`src/rtl/dlseq_pkg.sv`:
```
package dlseq_pkg;

  typedef enum logic [2:0] {
    ST_WAIT_VB,
    ST_FETCH_OP,
    ST_FETCH_LO,
    ST_FETCH_HI,
    ST_ISSUE,
    ST_RUN
  } seq_state_t;

  localparam logic [3:0] OPK_BLANK = 4'h0;
  localparam logic [3:0] OPK_JUMP  = 4'h1;

  // True when the opcode is followed by a two-byte operand.
  function automatic logic op_has_operand(input logic [7:0] op);
    return (op[3:0] == OPK_JUMP) || ((op[3:0] != OPK_BLANK) && op[6]);
  endfunction

endpackage

```
`src/rtl/dlseq_wrap_ctr.sv`:
```
// Address register whose low CNT_W bits count while the upper bits stay fixed.
// Priority: byte writes, then full load, then increment.
module dlseq_wrap_ctr #(
  parameter int ADDR_W = 16,
  parameter int CNT_W  = 10
) (
  input  logic              clk,
  input  logic              rst,
  input  logic              wr_lo,
  input  logic              wr_hi,
  input  logic [7:0]        wr_byte,
  input  logic              load,
  input  logic [ADDR_W-1:0] load_val,
  input  logic              inc,
  output logic [ADDR_W-1:0] q
);
  localparam int HI_W = ADDR_W - 8;

  logic [CNT_W-1:0] cnt_next;
  assign cnt_next = q[CNT_W-1:0] + CNT_W'(1);

  always_ff @(posedge clk) begin
    if (rst) begin
      q <= '0;
    end else if (wr_lo || wr_hi) begin
      if (wr_lo) q[7:0]        <= wr_byte;
      if (wr_hi) q[ADDR_W-1:8] <= wr_byte[HI_W-1:0];
    end else if (load) begin
      q <= load_val;
    end else if (inc) begin
      q[CNT_W-1:0] <= cnt_next;
    end
  end
endmodule

```
`src/rtl/dlseq_decode.sv`:
```
// Combinational decode of the held opcode.
module dlseq_decode #(
  parameter logic [63:0] MODE_LINES = 64'h0010_1337_F7F7_9700
) (
  input  logic [7:0] op,
  output logic [3:0] mode,
  output logic [4:0] lines,
  output logic       vscr,
  output logic       hscr,
  output logic       is_jump,
  output logic       is_wait
);
  import dlseq_pkg::*;

  logic [3:0] tbl_m1;
  assign tbl_m1 = MODE_LINES[{op[3:0], 2'b00} +: 4];

  always_comb begin
    is_jump = (op[3:0] == OPK_JUMP);
    is_wait = is_jump && op[6];
    if (op[3:0] == OPK_BLANK) begin
      mode  = 4'h0;
      lines = {2'b00, op[6:4]} + 5'd1;
      vscr  = 1'b0;
      hscr  = 1'b0;
    end else if (is_jump) begin
      mode  = 4'h0;
      lines = 5'd1;
      vscr  = 1'b0;
      hscr  = 1'b0;
    end else begin
      mode  = op[3:0];
      lines = {1'b0, tbl_m1} + 5'd1;
      vscr  = op[5];
      hscr  = op[4];
    end
  end
endmodule

```
`src/rtl/dlseq_top.sv`:
```
module dlseq_top #(
  parameter int          ADDR_W     = 16,
  parameter int          PC_CNT_W   = 10,
  parameter int          SCAN_CNT_W = 12,
  parameter logic [63:0] MODE_LINES = 64'h0010_1337_F7F7_9700
) (
  input  logic              clk,
  input  logic              rst,
  input  logic              cpu_wr_lo,
  input  logic              cpu_wr_hi,
  input  logic [7:0]        cpu_wdata,
  input  logic              vblank_end,
  input  logic              line_start,
  input  logic              dli_en,
  input  logic              scan_inc,
  output logic              mem_req,
  output logic [ADDR_W-1:0] mem_addr,
  input  logic              mem_ack,
  input  logic [7:0]        mem_rdata,
  output logic              blk_valid,
  output logic [3:0]        blk_mode,
  output logic [4:0]        blk_lines,
  output logic              blk_vscroll,
  output logic              blk_hscroll,
  output logic [ADDR_W-1:0] scan_addr,
  output logic              dli_pulse
);
  import dlseq_pkg::*;

  seq_state_t state;
  logic [7:0] ir;
  logic [7:0] op_lo;
  logic [4:0] rem;

  logic [3:0] dec_mode;
  logic [4:0] dec_lines;
  logic       dec_vscr, dec_hscr, dec_jump, dec_wait;

  logic fetching, byte_taken, hi_taken;
  logic pc_load, scan_load;
  logic [ADDR_W-1:0] pc_q;
  logic [ADDR_W-1:0] operand_val;

  assign fetching    = (state == ST_FETCH_OP) || (state == ST_FETCH_LO) ||
                       (state == ST_FETCH_HI);
  assign byte_taken  = fetching && mem_ack && !vblank_end;
  assign hi_taken    = byte_taken && (state == ST_FETCH_HI);
  assign pc_load     = hi_taken && dec_jump;
  assign scan_load   = hi_taken && !dec_jump;
  assign operand_val = {mem_rdata[ADDR_W-9:0], op_lo};

  dlseq_decode #(.MODE_LINES(MODE_LINES)) dec_i (
    .op      (ir),
    .mode    (dec_mode),
    .lines   (dec_lines),
    .vscr    (dec_vscr),
    .hscr    (dec_hscr),
    .is_jump (dec_jump),
    .is_wait (dec_wait)
  );

  dlseq_wrap_ctr #(.ADDR_W(ADDR_W), .CNT_W(PC_CNT_W)) pc_i (
    .clk      (clk),
    .rst      (rst),
    .wr_lo    (cpu_wr_lo),
    .wr_hi    (cpu_wr_hi),
    .wr_byte  (cpu_wdata),
    .load     (pc_load),
    .load_val (operand_val),
    .inc      (byte_taken),
    .q        (pc_q)
  );

  dlseq_wrap_ctr #(.ADDR_W(ADDR_W), .CNT_W(SCAN_CNT_W)) scan_i (
    .clk      (clk),
    .rst      (rst),
    .wr_lo    (1'b0),
    .wr_hi    (1'b0),
    .wr_byte  (8'h00),
    .load     (scan_load),
    .load_val (operand_val),
    .inc      (scan_inc),
    .q        (scan_addr)
  );

  assign mem_req  = fetching;
  assign mem_addr = pc_q;

  always_ff @(posedge clk) begin
    if (rst) begin
      state       <= ST_WAIT_VB;
      ir          <= '0;
      op_lo       <= '0;
      rem         <= '0;
      blk_valid   <= 1'b0;
      blk_mode    <= '0;
      blk_lines   <= '0;
      blk_vscroll <= 1'b0;
      blk_hscroll <= 1'b0;
      dli_pulse   <= 1'b0;
    end else begin
      blk_valid <= 1'b0;
      dli_pulse <= 1'b0;
      if (vblank_end) begin
        state <= ST_FETCH_OP;
      end else begin
        case (state)
          ST_FETCH_OP: if (mem_ack) begin
            ir    <= mem_rdata;
            state <= op_has_operand(mem_rdata) ? ST_FETCH_LO : ST_ISSUE;
          end
          ST_FETCH_LO: if (mem_ack) begin
            op_lo <= mem_rdata;
            state <= ST_FETCH_HI;
          end
          ST_FETCH_HI: if (mem_ack) begin
            state <= ST_ISSUE;
          end
          ST_ISSUE: begin
            blk_valid   <= 1'b1;
            blk_mode    <= dec_mode;
            blk_lines   <= dec_lines;
            blk_vscroll <= dec_vscr;
            blk_hscroll <= dec_hscr;
            rem         <= dec_lines;
            state       <= ST_RUN;
          end
          ST_RUN: if (line_start) begin
            rem <= rem - 5'd1;
            if (rem == 5'd1) begin
              dli_pulse <= ir[7] && dli_en;
              state     <= dec_wait ? ST_WAIT_VB : ST_FETCH_OP;
            end
          end
          default: state <= state;
        endcase
      end
    end
  end
endmodule

```
`config.mk`:
```
export PLATFORM = sky130hd
export DESIGN_NAME = dlseq_top
export DESIGN_NICKNAME = d
export VERILOG_FILES = /design/src/rtl/dlseq_pkg.sv /design/src/rtl/dlseq_wrap_ctr.sv /design/src/rtl/dlseq_decode.sv /design/src/rtl/dlseq_top.sv
export SDC_FILE = /design/constraint.sdc
export NUM_CORES = 1
export LEC_CHECK = 0
export BUFFER_PORTS_ARGS = -buffer_cell sky130_fd_sc_hd__buf_2
export CORE_ASPECT_RATIO = 0.8
export CORE_UTILIZATION = 45
export CTS_CLUSTER_DIAMETER = 30
export DETAILED_ROUTE_END_ITERATION = 10
export PLACE_DENSITY = 0.66
export SYNTH_ARGS = -nofsm -noshare
export SYNTH_HDL_FRONTEND = slang
export SYNTH_SLANG_ARGS = --single-unit
```
`constraint.sdc`:
```
create_clock -name clk -period 2.6 [get_ports clk]
set_clock_uncertainty 0.05 [all_clocks]
set_input_delay 0.26 -clock clk [delete_from_list [all_inputs] [get_ports clk]]
set_output_delay 0.26 -clock clk [all_outputs]
set_load 0.05 [all_outputs]
```
After elaboration in Yosys (flattened, before gate mapping)
Cells that the tools add are included.
W data, S select, Z words.
{"block": "totals", "word_cells": 107, "out_inout_bits": 46, "register_bits": 69, "in_bits": 25}
{"block": "op_classes", "n_eq_ne": 20, "bitwise_logic": 4, "addsub": 5, "shift": 1, "reduce_logical": 33, "n_mux": 28}
{"cell": "$shiftx A64 B7 Y4 const A", "count": 1}
{"cell": "$mux W12", "count": 2}
{"cell": "$mux W10", "count": 2}
{"cell": "$mux W3", "count": 6}
{"cell": "$mux W16", "count": 1}
{"cell": "$mux W8", "count": 2}
{"cell": "$mux W5", "count": 3}
{"cell": "$ne A3 B3 Y1 const B", "count": 5}
{"cell": "$pmux W3 S5", "count": 1}
{"cell": "$ne A2 B2 Y1 const B", "count": 7}
{"cell": "$add A12 B1 Y12 const B", "count": 1}
{"cell": "$reduce_and A6 Y1", "count": 2}
{"cell": "$add A10 B1 Y10 const B", "count": 1}
{"cell": "$pmux W5 S2", "count": 1}
{"cell": "$reduce_and A3 Y1", "count": 3}
{"cell": "$eq A4 B1 Y1 const B", "count": 2}
{"cell": "$logic_and A1 B1 Y1", "count": 8}
{"cell": "$mux W4", "count": 2}
{"cell": "$reduce_and A2 Y1", "count": 4}
{"cell": "$mux W1", "count": 7}
{"cell": "$eq A3 B2 Y1 const B", "count": 2}
{"cell": "$eq A3 B3 Y1 const B", "count": 2}
{"cell": "$mux W6", "count": 1}
{"cell": "$reduce_bool A2 Y1", "count": 3}
{"cell": "15 further kinds", "count": 22}

Depth between registers and ports, before layout
Gate-level depths: netlist of run 1.
{"block": "logic_depth", "ltp_word": 9, "depth_mapped": 9, "mapped_depth_nobuf": 8}

Modules after synthesis
A second synthesis of run 1 with hierarchy kept.
{"block": "unflattened", "hier_cells": 523, "area_unflattened_um2": 4053.9}
{"module": "dlseq_top", "area_per_inst_um2": 1680.4, "n_inst": 1, "cells_per_inst": 200, "seq_area_each_um2": 740.7}
{"module": "dlseq_wrap_ctr at scan_i", "area_per_inst_um2": 1054.8, "n_inst": 1, "cells_per_inst": 144, "seq_area_each_um2": 320.3}
{"module": "dlseq_wrap_ctr at pc_i", "area_per_inst_um2": 1034.7, "n_inst": 1, "cells_per_inst": 136, "seq_area_each_um2": 320.3}
{"module": "dlseq_decode", "area_per_inst_um2": 284.0, "n_inst": 1, "cells_per_inst": 43, "seq_area_each_um2": 0.0}

Worst setup path after synthesis of run 1
No wires, ideal clock.
{"block": "synth_timing", "path_kind": "register to register", "startpoint": "register ir[1]", "endpoint": "register pc_i.q[11]", "t_arrival_ns": 1.830, "period_less_slack_ns": 1.968, "path_buffers": 2, "required_time_ns": 2.462, "path_stages_with_launch": 7, "setup_time_ns": 0.088, "path_slack_ns": 0.632, "path_cell_list": "dfxtp_1 -> or4b_1 -> buf_2 -> o41ai_4 -> buf_6 -> nor2_1 -> a311oi_2"}
{"block": "synth_between", "elab_chain_cells": 4}
{"item": "from (decl)", "line_no": "dlseq_top.sv:31", "text": "logic [7:0] ir;"}
{"item": "from (signal assigned)", "line_no": "dlseq_top.sv:109", "text": "ir <= mem_rdata;"}
{"item": "$eq A4 B1 Y1", "line_no": "dlseq_decode.sv:19", "text": "is_jump = (op[3:0] == OPK_JUMP);"}
{"item": "$logic_and A1 B1 Y1", "line_no": "dlseq_top.sv:48", "text": "assign pc_load = hi_taken && dec_jump;"}
{"item": "$reduce_bool A2 Y1 (no line)"}
{"item": "$reduce_and A2 Y1 (no line)"}
{"item": "to (signal, indexed assignment)", "line_no": "dlseq_wrap_ctr.sv:27", "text": "if (wr_hi) q[ADDR_W-1:8] <= wr_byte[HI_W-1:0];"}
{"item": "to (signal assigned)", "line_no": "dlseq_wrap_ctr.sv:29", "text": "q <= load_val;"}
{"item": "to (signal, indexed assignment)", "line_no": "dlseq_wrap_ctr.sv:31", "text": "q[CNT_W-1:0] <= cnt_next;"}
{"item": "to (decl)", "line_no": "dlseq_wrap_ctr.sv:15", "text": "output logic [ADDR_W-1:0] q"}
Every way passes these cells.
A chain may end at the register's enable or synchronous reset.

Final worst setup path of run 1
{"block": "layout_timing", "startpoint": "register ir[2]", "endpoint": "register pc_i.q[14]"}
The elaborated chain is that of the path after synthesis.

==> key figures, run 1 <==
Yosys
  – Synthesized instance count: 447
  – Mapped Nets: 478
  – Mux share of post-synthesis cell area: 3.81%
  – Compound-Gate Fraction of Synth Area: 22.5%
  – Largest family of logic cells by synthesized area: simple AND/OR/NAND/NOR gates
  – Most used DFF post-synth: dfxtp_1
  – Avg Synthesized Cell Area: 8.22 µm²
  – Yosys warning count: 0
  – Sequential area share after synthesis: 37.6%
  – Number of synthesized flops with an enable pin: 0
  – Ys async rst share: 0%
  – Simple-Gate Fraction of Synth Area: 26.2%
  – Netlist cell types: 64
  – Post-synthesis adder-cell area fraction: 2.04%
  – Post-Syn Area: 3670 µm²
  – Xor/xnor share of the synthesized area: 3.10%
  – Synth Register Bits: 69

Pwr
  – Static Leak: 1.78 nW
  – Clock power share: 36.5%
  – Pwr dens: 533 nW/µm²
  – Sw Ratio: 31.5%
  – Reg power frac: 49.2%
  – Worst VDD drop: 0.308 mV
  – Switch Pwr: 720 µW
  – Comb power frac: 14.3%
  – Int Pwr: 1.56 mW

Floorplan
  – IO Pins: 71
  – Effective utilization at floorplan: 46.4%
  – Die ar.: 8530 µm²
  – Die W: 103 µm
  – Core ar.: 7910 µm²
  – Row count: 29
  – Die height: 82.8 µm

Global route
  – Busiest grt layer: met1
  – Largest net degree at the start of global routing: 42
  – First-pass GRT wire length: 16.5 mm
  – Met1 GRT Util: 38.6%
  – Total grt overflow: 0
  – Overall Global Routing Usage: 24.8%
  – GR Layer Usage met3: 5.89%
  – Met2 global-route usage: 34.4%
  – Initial antenna violation count: 0
  – Vias in the first global route: 3,237

Setup path
  – Reg2reg setup slack: 0.34 ns
  – Slowest stage cell, crit path: or4b_1
  – Max incr delay on CP: 0.74 ns
  – Worst Setup Path Type: flop to flop
  – CP startpoint kind: flop
  – CP arrival: 2.48 ns
  – CP cell instances: or4b_1, o41ai_4, buf_4, nor2_1, a311oi_2
  – CP Data Required Time: 2.81 ns
  – Reg-to-Reg End: pc_i.q[14]
  – R2R Path Start: ir[2]
  – Max Fanout on Critical Path: 14
  – CP Capture Type: flop
  – Reg2reg path depth: 5

Job
  – Total of max-cap violations: 0

CTS
  – Clk_lat worst skew: 0.36 ns
  – Clock tree root buffer cell: clkbuf_8
  – Post-CTS Setup Bufs: 0
  – H-tree depth: 3
  – Clock Pin Slew Worst Setup and Hold Paths: 0.08 ns
  – Hold buffer count at CTS: 0
  – CTS tree: yes
  – Clock sink count: 69
  – Max Root-Sink Buffers: 2
  – Post-CTS sizing: 0
  – Total CTS buffers: 9

STA
  – Final setup vio count: 0
  – Fmax: 0.442 GHz
  – Max_slew headroom: 45.2%
  – Fin crit share: 87.1%
  – Final WS setup: 0.336 ns
  – Hold Violations, Final: 0
  – Unrepaired setup endpoints after global routing: false
  – Worst slew pin tran: 0.822 ns
  – Sum Neg Setup Slack: 0 ns
  – Minimum clock period: 2.26 ns
  – Max-slew violation count: 0

Place
  – Dpl ws: 0.357 ns
  – Port Buffers: 70
  – RD Place Congestion: 0.822
  – Dpl hpwl: 7.08 mm

Min path
  – Hold path cells: 3
  – Worst hold endpoint: pc_i.q[15]
  – Min-delay src: cpu_wdata[7]
  – Type of the tightest min-delay check: primary input to flop

Final layout
  – Area delta synth->final: 16.6%
  – ANT cells: 0
  – Most frequent cells in the layout: 70 x buf_2, 69 x dfxtp_1, 55 x nor2_1
  – Nets: 536
  – Layout cells sized above 1: 22.0%
  – Fillers: 793
  – Most common cell after layout, fill and taps aside: buf_2

Status
  – Status: finished, final reports clean

Detailed routing
  – Post-DRT Antenna Nets: 0
  – Vias/cell: 5.79
  – Detailed Route WL: 9.97 mm
  – # DRC: 0
  – DRT iter0 DRCs: 195
  – Via count: 3,576
  – Routed wire length per instance: 16.1 µm
  – TritonRoute pass-1 iters: 5
==> state kept, by name (all words and copies together) (netlist names) <==
name,flops
blk_valid,1
blk_lines,5
blk_hscroll,1
state,3
op_lo,8
blk_mode,4
rem,5
ir,8
pc_i.q,16
dli_pulse,1
blk_vscroll,1
scan_i.q,16
==> worst max-delay path: cells and delay by family, from the launching register on <==
family	cells	cell delay, ns
AND/OR/NAND/NOR	2	0.81
AO/OA/AOI/OAI	2	0.61
flip-flops	1	0.47
buffers and inverters	1	0.24
==> cells in the mapped netlist (3+ instances only) <==
| cell | n | area share, % |
|---|---|---|
| nand4_1 | 8 | 1.4 |
| nand2b_1 | 5 | 0.85 |
| o221ai_1 | 3 | 0.72 |
| nor2_1 | 55 | 5.6 |
| nor3_1 | 9 | 1.2 |
| buf_2 | 3 | 0.41 |
| and2_1 | 3 | 0.51 |
| a211oi_1 | 16 | 3.3 |
| o31ai_1 | 3 | 0.61 |
| nor2b_1 | 4 | 0.68 |
| a21oi_1 | 30 | 4.1 |
| ha_1 | 6 | 2.0 |
| or2_2 | 3 | 0.51 |
| nand2_1 | 46 | 4.7 |
| o32ai_1 | 3 | 0.72 |
| nand3b_1 | 8 | 1.6 |
| a311oi_2 | 4 | 1.6 |
| a311oi_1 | 4 | 0.95 |
| mux2i_1 | 14 | 3.8 |
| a31oi_1 | 7 | 1.2 |
| dfxtp_1 | 69 | 38 |
| o41ai_1 | 3 | 0.72 |
| nand3_1 | 26 | 3.5 |
| o21ai_0 | 10 | 1.4 |
| xor2_1 | 7 | 1.7 |
| clkbuf_1 | 28 | 2.9 |
| inv_1 | 11 | 1.1 |
| xnor2_1 | 6 | 1.4 |
| or3_1 | 5 | 0.85 |
==> stage by stage <==
step / cells / util (%) / hold WS, ns / instance area, µm² / total power, mW
floorplan: 447 / - / 0.289 / 3670 / 1.37
global placement: 602 / 51.8 / 0.392 / 4100 / 1.47
detailed placement: 602 / 51.8 / 0.391 / 4100 / 1.47
CTS: 618 / 54.2 / 0.119 / 4280 / 2.30
global route: 618 / 54.2 / 0.130 / 4280 / 2.37
finish: 618 / 54.2 / 0.131 / 4280 / 2.28
==> power groups by stage <==
stage	clock network (mW)	registers [mW]	logic, mW
global placement	0	1.15	0.322
detailed placement	0	1.15	0.325
finish	0.833	1.12	0.328
floorplan	0	1.21	0.154
global route	0.890	1.13	0.353
CTS	0.850	1.12	0.326
==> layer usage <==
metal	part of all wire, %	vias up
li1	-	1759
met1	49	1687
met2	43	123
met3	7.7	7
met4	0.74	0
met5	0	-
==> worst max path at each step <==
stage	startpoint	end	slack, ns	depth (start not counted)
floorplan	ir[1]	pc_i.q[11]	0.63	6
global placement	ir[2]	pc_i.q[14]	0.44	5
detailed placement	ir[2]	pc_i.q[14]	0.36	5
CTS	ir[2]	pc_i.q[14]	0.33	5
global route	ir[0]	pc_i.q[13]	0.20	5
finish	ir[2]	pc_i.q[14]	0.34	5
==> cell type report <==
class | count | area, µm² | share of cell area [%]
timing repair buffer | 79 | 418 | 9.75
clock buffer | 10 | 138 | 3.21
sequential | 69 | 1380 | 32.2
inverter | 11 | 41.3 | 0.964
tap | 108 | 135 | 3.15
clock inverter | 6 | 46.3 | 1.08
multi-input combinational | 335 | 2120 | 49.6
==> logic make-up (layout without fill, tap and decap cells) <==
logic type / after synthesis / count (layout)
compound gates: 111 / 111
fa+ha+maj: 6 / 6
buf+inv: 43 / 106
simple gates: 191 / 191
mux: 14 / 14
flops: 69 / 69
xor+xnor: 13 / 13
Power figures use the tool's default switching activity.
==> run 2, diff against run 1 <==
==> constraint.sdc (replaced) <==
create_clock -name clk -period 2.6 [get_ports clk]
set_clock_uncertainty 0.05 [all_clocks]
set_input_delay 0 -clock clk [delete_from_list [all_inputs] [get_ports clk]]
set_output_delay 0 -clock clk [all_outputs]
set_load 0.05 [all_outputs]
==> key figures, run 2 (synthesis results as in run 1) <==
STA
  – Fmax: 0.439 GHz (was 0.442 GHz)
  – Fin crit share: 87.5% (was 87.1%)
  – Unrepaired setup endpoints after global routing: false (unchanged)
  – Sum Neg Setup Slack: 0 ns (unchanged)
  – Final setup vio count: 0 (unchanged)
  – Hold WS: 0.0564 ns (was 0.131 ns)
  – Worst slew pin tran: 0.993 ns (was 0.822 ns)
  – Minimum clock period: 2.28 ns (was 2.26 ns)
  – Hold Violations, Final: 0 (unchanged)
  – Max-slew violation count: 0 (unchanged)
  – Max_slew headroom: 33.8% (was 45.2%)

CTS
  – Hold buffer count at CTS: 22 (was 0)
  – Clock sink count: 69 (unchanged)
  – Post-CTS sizing: 0 (unchanged)
  – Clock Pin Slew Worst Setup and Hold Paths: 0.08 ns (about the same)
  – Clock tree root buffer cell: clkbuf_8 (unchanged)
  – Total CTS buffers: 9 (unchanged)
  – H-tree depth: 3 (unchanged)
  – Post-CTS Setup Bufs: 0 (unchanged)
  – CTS tree: yes (unchanged)
  – Clk_lat worst skew: 0.35 ns (was 0.36 ns)
  – Max Root-Sink Buffers: 2 (unchanged)

Min path
  – Hold path cells: 3 (unchanged)
  – Type of the tightest min-delay check: primary input to flop (unchanged)
  – Min-delay src: mem_ack (was cpu_wdata[7])
  – Worst hold endpoint: state[2] (was pc_i.q[15])

Setup path
  – Reg-to-Reg End: pc_i.q[8] (was pc_i.q[14])
  – CP Data Required Time: 2.80 ns (was 2.81 ns)
  – Max Fanout on Critical Path: 14 (unchanged)
  – Reg2reg path depth: 4 (was 5)
  – Worst Setup Path Type: flop to flop (unchanged)
  – CP Capture Type: flop (unchanged)
  – Reg2reg setup slack: 0.32 ns (was 0.34 ns)
  – R2R Path Start: ir[2] (unchanged)
  – CP arrival: 2.48 ns (about the same)
  – CP startpoint kind: flop (unchanged)

Floorplan
  – Die W: 103 µm (unchanged)
  – Core ar.: 7910 µm² (unchanged)
  – Die ar.: 8530 µm² (unchanged)
  – Row count: 29 (unchanged)
  – Effective utilization at floorplan: 46.4% (unchanged)
  – Die height: 82.8 µm (unchanged)
  – IO Pins: 71 (unchanged)

Status
  – Status: finished, final reports clean (unchanged)

Pwr
  – Comb power frac: 14.4% (was 14.3%)
  – Switch Pwr: 698 µW (was 720 µW)
  – Clock power share: 39.7% (was 36.5%)
  – Static Leak: 1.88 nW (was 1.78 nW)
  – Worst VDD drop: 0.293 mV (was 0.308 mV)
  – Sw Ratio: 28.5% (was 31.5%)
  – Pwr Total: 2.45 mW (was 2.28 mW)
  – Pwr dens: 541 nW/µm² (was 533 nW/µm²)
  – Int Pwr: 1.75 mW (was 1.56 mW)
  – Reg power frac: 45.9% (was 49.2%)

Final layout
  – Top Registers: pc_i.q x16, scan_i.q x16 (unchanged)
  – Most common cell after layout, fill and taps aside: buf_2 (unchanged)
  – Layout cells sized above 1: 20.5% (was 22.0%)
  – Most frequent cells in the layout: 70 x buf_2, 69 x dfxtp_1, 55 x nor2_1 (unchanged)
  – Area delta synth->final: 23.3% (was 16.6%)
  – Fin cells: 639 (was 618)
  – Nets: 557 (was 536)
  – ANT cells: 0 (unchanged)

Detailed routing
  – TritonRoute pass-1 iters: 7 (was 5)
  – # DRC: 0 (unchanged)
  – Routed wire length per instance: 16.3 µm (was 16.1 µm)
  – Vias/cell: 5.87 (was 5.79)
  – Post-DRT Antenna Nets: 0 (unchanged)
  – DRT iter0 DRCs: 207 (was 195)
  – Via count: 3,753 (was 3,576)
  – Detailed Route WL: 10.4 mm (was 9.97 mm)

Global route
  – Overall Global Routing Usage: 25.4% (was 24.8%)
  – Largest net degree at the start of global routing: 52 (was 42)
  – Total grt overflow: 0 (unchanged)
  – Initial antenna violation count: 0 (unchanged)
  – Vias in the first global route: 3,359 (was 3,237)
  – First-pass GRT wire length: 17.0 mm (was 16.5 mm)

Place
  – RD Place Congestion: 0.821 (was 0.822)
  – Port Buffers: 70 (unchanged)
  – Dpl hpwl: 7.08 mm (about the same)
  – Inst Count DP: 601 (was 602)

Job
  – Total of max-cap violations: 0 (unchanged)
==> run 2: cell types whose count changed in the layout (fill, tap and decap cells not counted), sizes merged <==
cell	previous run	this run
bufinv	0	2
clkinv	2	0
buf	79	78
dlygate4sd3	0	22
inv	13	12
clkbuf	10	11
==> run 2: layer usage <==
metal	GRT usage (%)	share of wire [%]	up-vias
met3	5.13	6.8	14
li1	-	-	1801
met2	36.0	44	138
met1	38.0	47	1800
met5	0	0	-
met4	8.58	1.5	0
==> run 2: how the worst max path moves through the flow <==
| stage | cells after the start | to | start | slack [ns] |
|---|---|---|---|---|
| 6_report | 4 | pc_i.q[8] | ir[2] | 0.32 |
| 5_1_grt | 4 | pc_i.q[8] | ir[2] | 0.17 |
| 4_1_cts | 5 | pc_i.q[15] | ir[2] | 0.33 |
| 3_5_place_dp | 5 | pc_i.q[15] | ir[2] | 0.36 |
| 3_3_place_gp | 5 | pc_i.q[12] | ir[2] | 0.44 |
| 2_1_floorplan | 6 | pc_i.q[11] | ir[1] | 0.63 |
==> run 2: stage by stage <==
stage | setup WS (ns) | util, % | cell area, µm²
3_5_place_dp | 0.357 | 51.7 | 4090
3_3_place_gp | 0.435 | 51.7 | 4090
6_report | 0.324 | 57.2 | 4530
2_1_floorplan | 0.632 | - | 3670
5_1_grt | 0.175 | 57.2 | 4530
4_1_cts | 0.334 | 57.2 | 4530
==> run 2: layout make-up <==
cell class                 instances  area (µm²)
timing repair buffer             100         631
inverter                          11        41.3
multi-input combinational        335        2120
tap                              108         135
clock buffer                      11         131
clock inverter                     5        83.8
sequential                        69        1380
fill                             753        3380
==> run 2: power groups by stage <==
stage	logic, mW	clock network [mW]	registers (mW)
after floorplan	0.154	0	1.21
after global placement	0.321	0	1.15
after detailed placement	0.324	0	1.15
after CTS	0.350	0.986	1.12
after global routing	0.378	1.03	1.13
final	0.353	0.971	1.12
==> run 2: worst max-delay path: stages, from the launching register on <==
cell and delay [ns]:
dfxtp_1 0.46, or4b_1 0.75, nor3_4 0.44, a31oi_1 0.19, a221oi_1 0.28
==> run 3, diff against run 2 <==
ABC_AREA = 1   (was unset)
CORE_MARGIN = 2   (was unset)
==> key figures, run 3 <==
Place
  – Placement Cell Area: 4130 µm² (was 4090 µm²)
  – Dpl hpwl: 7.32 mm (was 7.08 mm)
  – RD Place Congestion: 0.857 (was 0.821)
  – Port Buffers: 70 (unchanged)

STA
  – Minimum clock period: 2.07 ns (was 2.28 ns)
  – Hold Violations, Final: 0 (unchanged)
  – Unrepaired setup endpoints after global routing: false (unchanged)
  – Fin crit share: 79.5% (was 87.5%)
  – Max_slew headroom: 43.4% (was 33.8%)
  – Final setup vio count: 0 (unchanged)
  – Fmax: 0.484 GHz (was 0.439 GHz)
  – Max-slew violation count: 0 (unchanged)
  – Worst slew pin tran: 0.844 ns (was 0.993 ns)
  – Sum Neg Setup Slack: 0 ns (unchanged)

Floorplan
  – Core ar.: 7980 µm² (was 7910 µm²)
  – Die height: 85.2 µm (was 82.8 µm)
  – Row count: 29 (unchanged)
  – IO Pins: 71 (unchanged)
  – Die W: 106 µm (was 103 µm)
  – Effective utilization at floorplan: 46.5% (was 46.4%)
  – Die ar.: 9000 µm² (was 8530 µm²)

Setup path
  – CP arrival: 2.31 ns (was 2.48 ns)
  – Slowest stage cell, crit path: dlygate4sd3_1 (was or4b_1)
  – R2R Path Start: ir[3] (was ir[2])
  – Crit path buf inv count: 4 (was 0)
  – CP Data Required Time: 2.84 ns (was 2.80 ns)
  – CP delay by family, top: buffers and inverters (was simple AND/OR/NAND/NOR gates)
  – Worst Setup Path Type: primary input to flop (was flop to flop)
  – CP cell instances: dlygate4sd3_1, buf_2, nor2_1, nand3_1, dlygate4sd3_1, nor3_1, dlygate4sd3_1 (was or4b_1, nor3_4, a31oi_1, a221oi_1)
  – Worst path most repeated cell: dlygate4sd3_1
  – Reg-to-Reg End: rem[4] (was pc_i.q[8])
  – Reg2reg setup slack: 0.59 ns (was 0.32 ns)
  – Max incr delay on CP: 0.57 ns (was 0.75 ns)
  – CP startpoint kind: primary input (was flop)
  – Max Fanout on Critical Path: 13 (was 14)
  – CP Capture Type: flop (unchanged)
  – Reg2reg path depth: 9 (was 4)

Yosys
  – Top cell type's share of synthesized area: 37.2% (was 37.6%)
  – Yosys warning count: 0 (unchanged)
  – Synth area leader: dfxtp_1 (unchanged)
  – Post-synthesis adder-cell area fraction: 2.02% (was 2.04%)
  – Avg Synthesized Cell Area: 6.56 µm² (was 8.22 µm²)
  – Mux share of post-synthesis cell area: 0% (was 3.81%)
  – Most used DFF post-synth: dfxtp_1 (unchanged)
  – Most frequent cells after synthesis: 113 x nand2_1, 73 x nor2_1, 69 x dfxtp_1 (was 69 x dfxtp_1, 55 x nor2_1, 46 x nand2_1)
  – Xor/xnor share of the synthesized area: 2.36% (was 3.10%)
  – Largest family of logic cells by synthesized area: simple AND/OR/NAND/NOR gates (unchanged)
  – Compound-Gate Fraction of Synth Area: 18.2% (was 22.5%)
  – Synth Register Bits: 69 (unchanged)
  – Ys async rst share: 0% (unchanged)
  – Netlist cell types: 30 (was 64)
  – Synthesized instance count: 566 (was 447)
  – Number of synthesized flops with an enable pin: 0 (unchanged)
  – Sequential area share after synthesis: 37.2% (was 37.6%)
  – Top area cells in the synthesized netlist: dfxtp_1 37%, nand2_1 11%, o21ai_0 9.2%, nor2_1 7.4%, inv_1 6.9% (was dfxtp_1 38%, nor2_1 5.6%, nand2_1 4.7%, a21oi_1 4.1%, mux2i_1 3.8%)
  – Mapped Nets: 597 (was 478)
  – Post-Syn Area: 3710 µm² (was 3670 µm²)
  – Most numerous cell in the Yosys netlist: nand2_1 (was dfxtp_1)
  – Simple-Gate Fraction of Synth Area: 30.5% (was 26.2%)

CTS
  – Clock Pin Slew Worst Setup and Hold Paths: 0.07 ns (was 0.08 ns)
  – Clock sink count: 69 (unchanged)
  – Total CTS buffers: 9 (unchanged)
  – Max Root-Sink Buffers: 2 (unchanged)
  – Post-CTS Setup Bufs: 0 (unchanged)
  – H-tree depth: 3 (unchanged)
  – CTS tree: yes (unchanged)
  – Clock tree root buffer cell: clkbuf_8 (unchanged)
  – Clk_lat worst skew: 0.35 ns (about the same)

Global route
  – Largest net degree at the start of global routing: 56 (was 52)
  – First-pass GRT wire length: 16.5 mm (was 17.0 mm)
  – Total grt overflow: 0 (unchanged)
  – Initial antenna violation count: 0 (unchanged)
  – Vias in the first global route: 3,385 (was 3,359)
  – Overall Global Routing Usage: 22.8% (was 25.4%)

Detailed routing
  – # DRC: 0 (unchanged)
  – Routed wire length per instance: 13.1 µm (was 16.3 µm)
  – Post-DRT Antenna Nets: 0 (unchanged)
  – Detailed Route WL: 10.1 mm (was 10.4 mm)
  – Vias/cell: 5.17 (was 5.87)
  – TritonRoute pass-1 iters: 5 (was 7)
  – DRT iter0 DRCs: 340 (was 207)
  – Via count: 3,963 (was 3,753)

Min path
  – Type of the tightest min-delay check: primary input to flop (unchanged)
  – Hold path cells: 5 (was 3)
  – Min-delay src: scan_inc (was mem_ack)
  – Worst hold endpoint: scan_i.q[4] (was state[2])

Pwr
  – Worst VDD drop: 0.313 mV (was 0.293 mV)
  – Pwr dens: 548 nW/µm² (was 541 nW/µm²)
  – Pwr Total: 2.50 mW (was 2.45 mW)
  – Static Leak: 2.20 nW (was 1.88 nW)

Final layout
  – Layout cells sized above 1: 15.5% (was 20.5%)
  – Layout Cell Area excl Fill: 4560 µm² (was 4530 µm²)
  – ANT cells: 0 (unchanged)
  – Area delta synth->final: 22.8% (was 23.3%)
  – Nets: 684 (was 557)
  – Most frequent cells in the layout: 113 x nand2_1, 73 x nor2_1, 70 x buf_2 (was 70 x buf_2, 69 x dfxtp_1, 55 x nor2_1)
  – Most common cell after layout, fill and taps aside: nand2_1 (was buf_2)
  – Top Registers: pc_i.q x16, scan_i.q x16 (unchanged)

Job
  – Total of max-cap violations: 0 (unchanged)

Status
  – Status: finished, final reports clean (unchanged)
run 3: changes by cell type after synthesis, sizes merged, moves of 14 or more:
cell	previous run	this run
nand2	46	115
o21ai	10	72
inv	11	70
nand3	27	51
clkbuf	28	8
nor2	55	75
a21oi	30	48
a211oi	16	0
mux2i	14	0
run 3: final cells by class:
class / instances / area [µm²]
multi-input cells: 407 / 1970
clock buffers: 10 / 128
flip-flops and latches: 69 / 1380
fillers: 777 / 3420
inverters: 71 / 268
repair buffers: 95 / 591
clock inverters: 6 / 87.6
well taps: 108 / 135
run 3: worst max path at each step:
stage                      from           to  cells past startpoint
global route                rst    dli_pulse                      7
finish                      rst    dli_pulse                      7
CTS                         rst    dli_pulse                      7
global placement          ir[3]       rem[4]                      9
detailed placement        ir[2]       rem[4]                      9
floorplan           scan_i.q[0]  scan_i.q[4]                      7
run 3: what timing repair did:
item / in CTS / in global routing
resized for setup: 0 / 0
hold endpoints to repair: 45 / 0
hold buffers: 21 / 0
run 3: cell families (layout without fill, tap and decap cells):
family          count (synthesis)  in the layout
fa+ha+maj                       6              6
flops                          69             69
compound gates                129            129
simple gates                  262            262
xor+xnor                       10             10
buf+inv                        90            182
run 3: report_power, final:
group,switching (mW),internal [mW]
logic,0.279,0.124
clock network,0.428,0.538
registers,0.0372,1.09
total,0.744,1.75
run 3: per-stage QoR:
step	worst slack, ns	utilization [%]	hold WS (ns)	instances
3_5_place_dp	0.633	51.8	0.231	729
4_1_cts	0.530	57.1	0.0118	766
6_report	0.532	57.1	0.0360	766
5_1_grt	0.414	57.1	0.0782	766
3_3_place_gp	0.660	51.8	0.231	729
2_1_floorplan	0.860	-	0.0191	566
run 3: worst min-delay path, stage by stage:
cell and delay (ns):
buf_2 0.14, nand3_1 0.09, nand2_1 0.06, o21ai_0 0.07, inv_1 0.05
run 3: layer usage:
metal	vias to the layer above	GRT usage [%]	share of wire, %
li1	2033	-	-
met1	1786	34.8	52
met2	137	32.6	41
met3	7	5.45	6.8
met4	0	4.55	0.74
met5	-	0	0
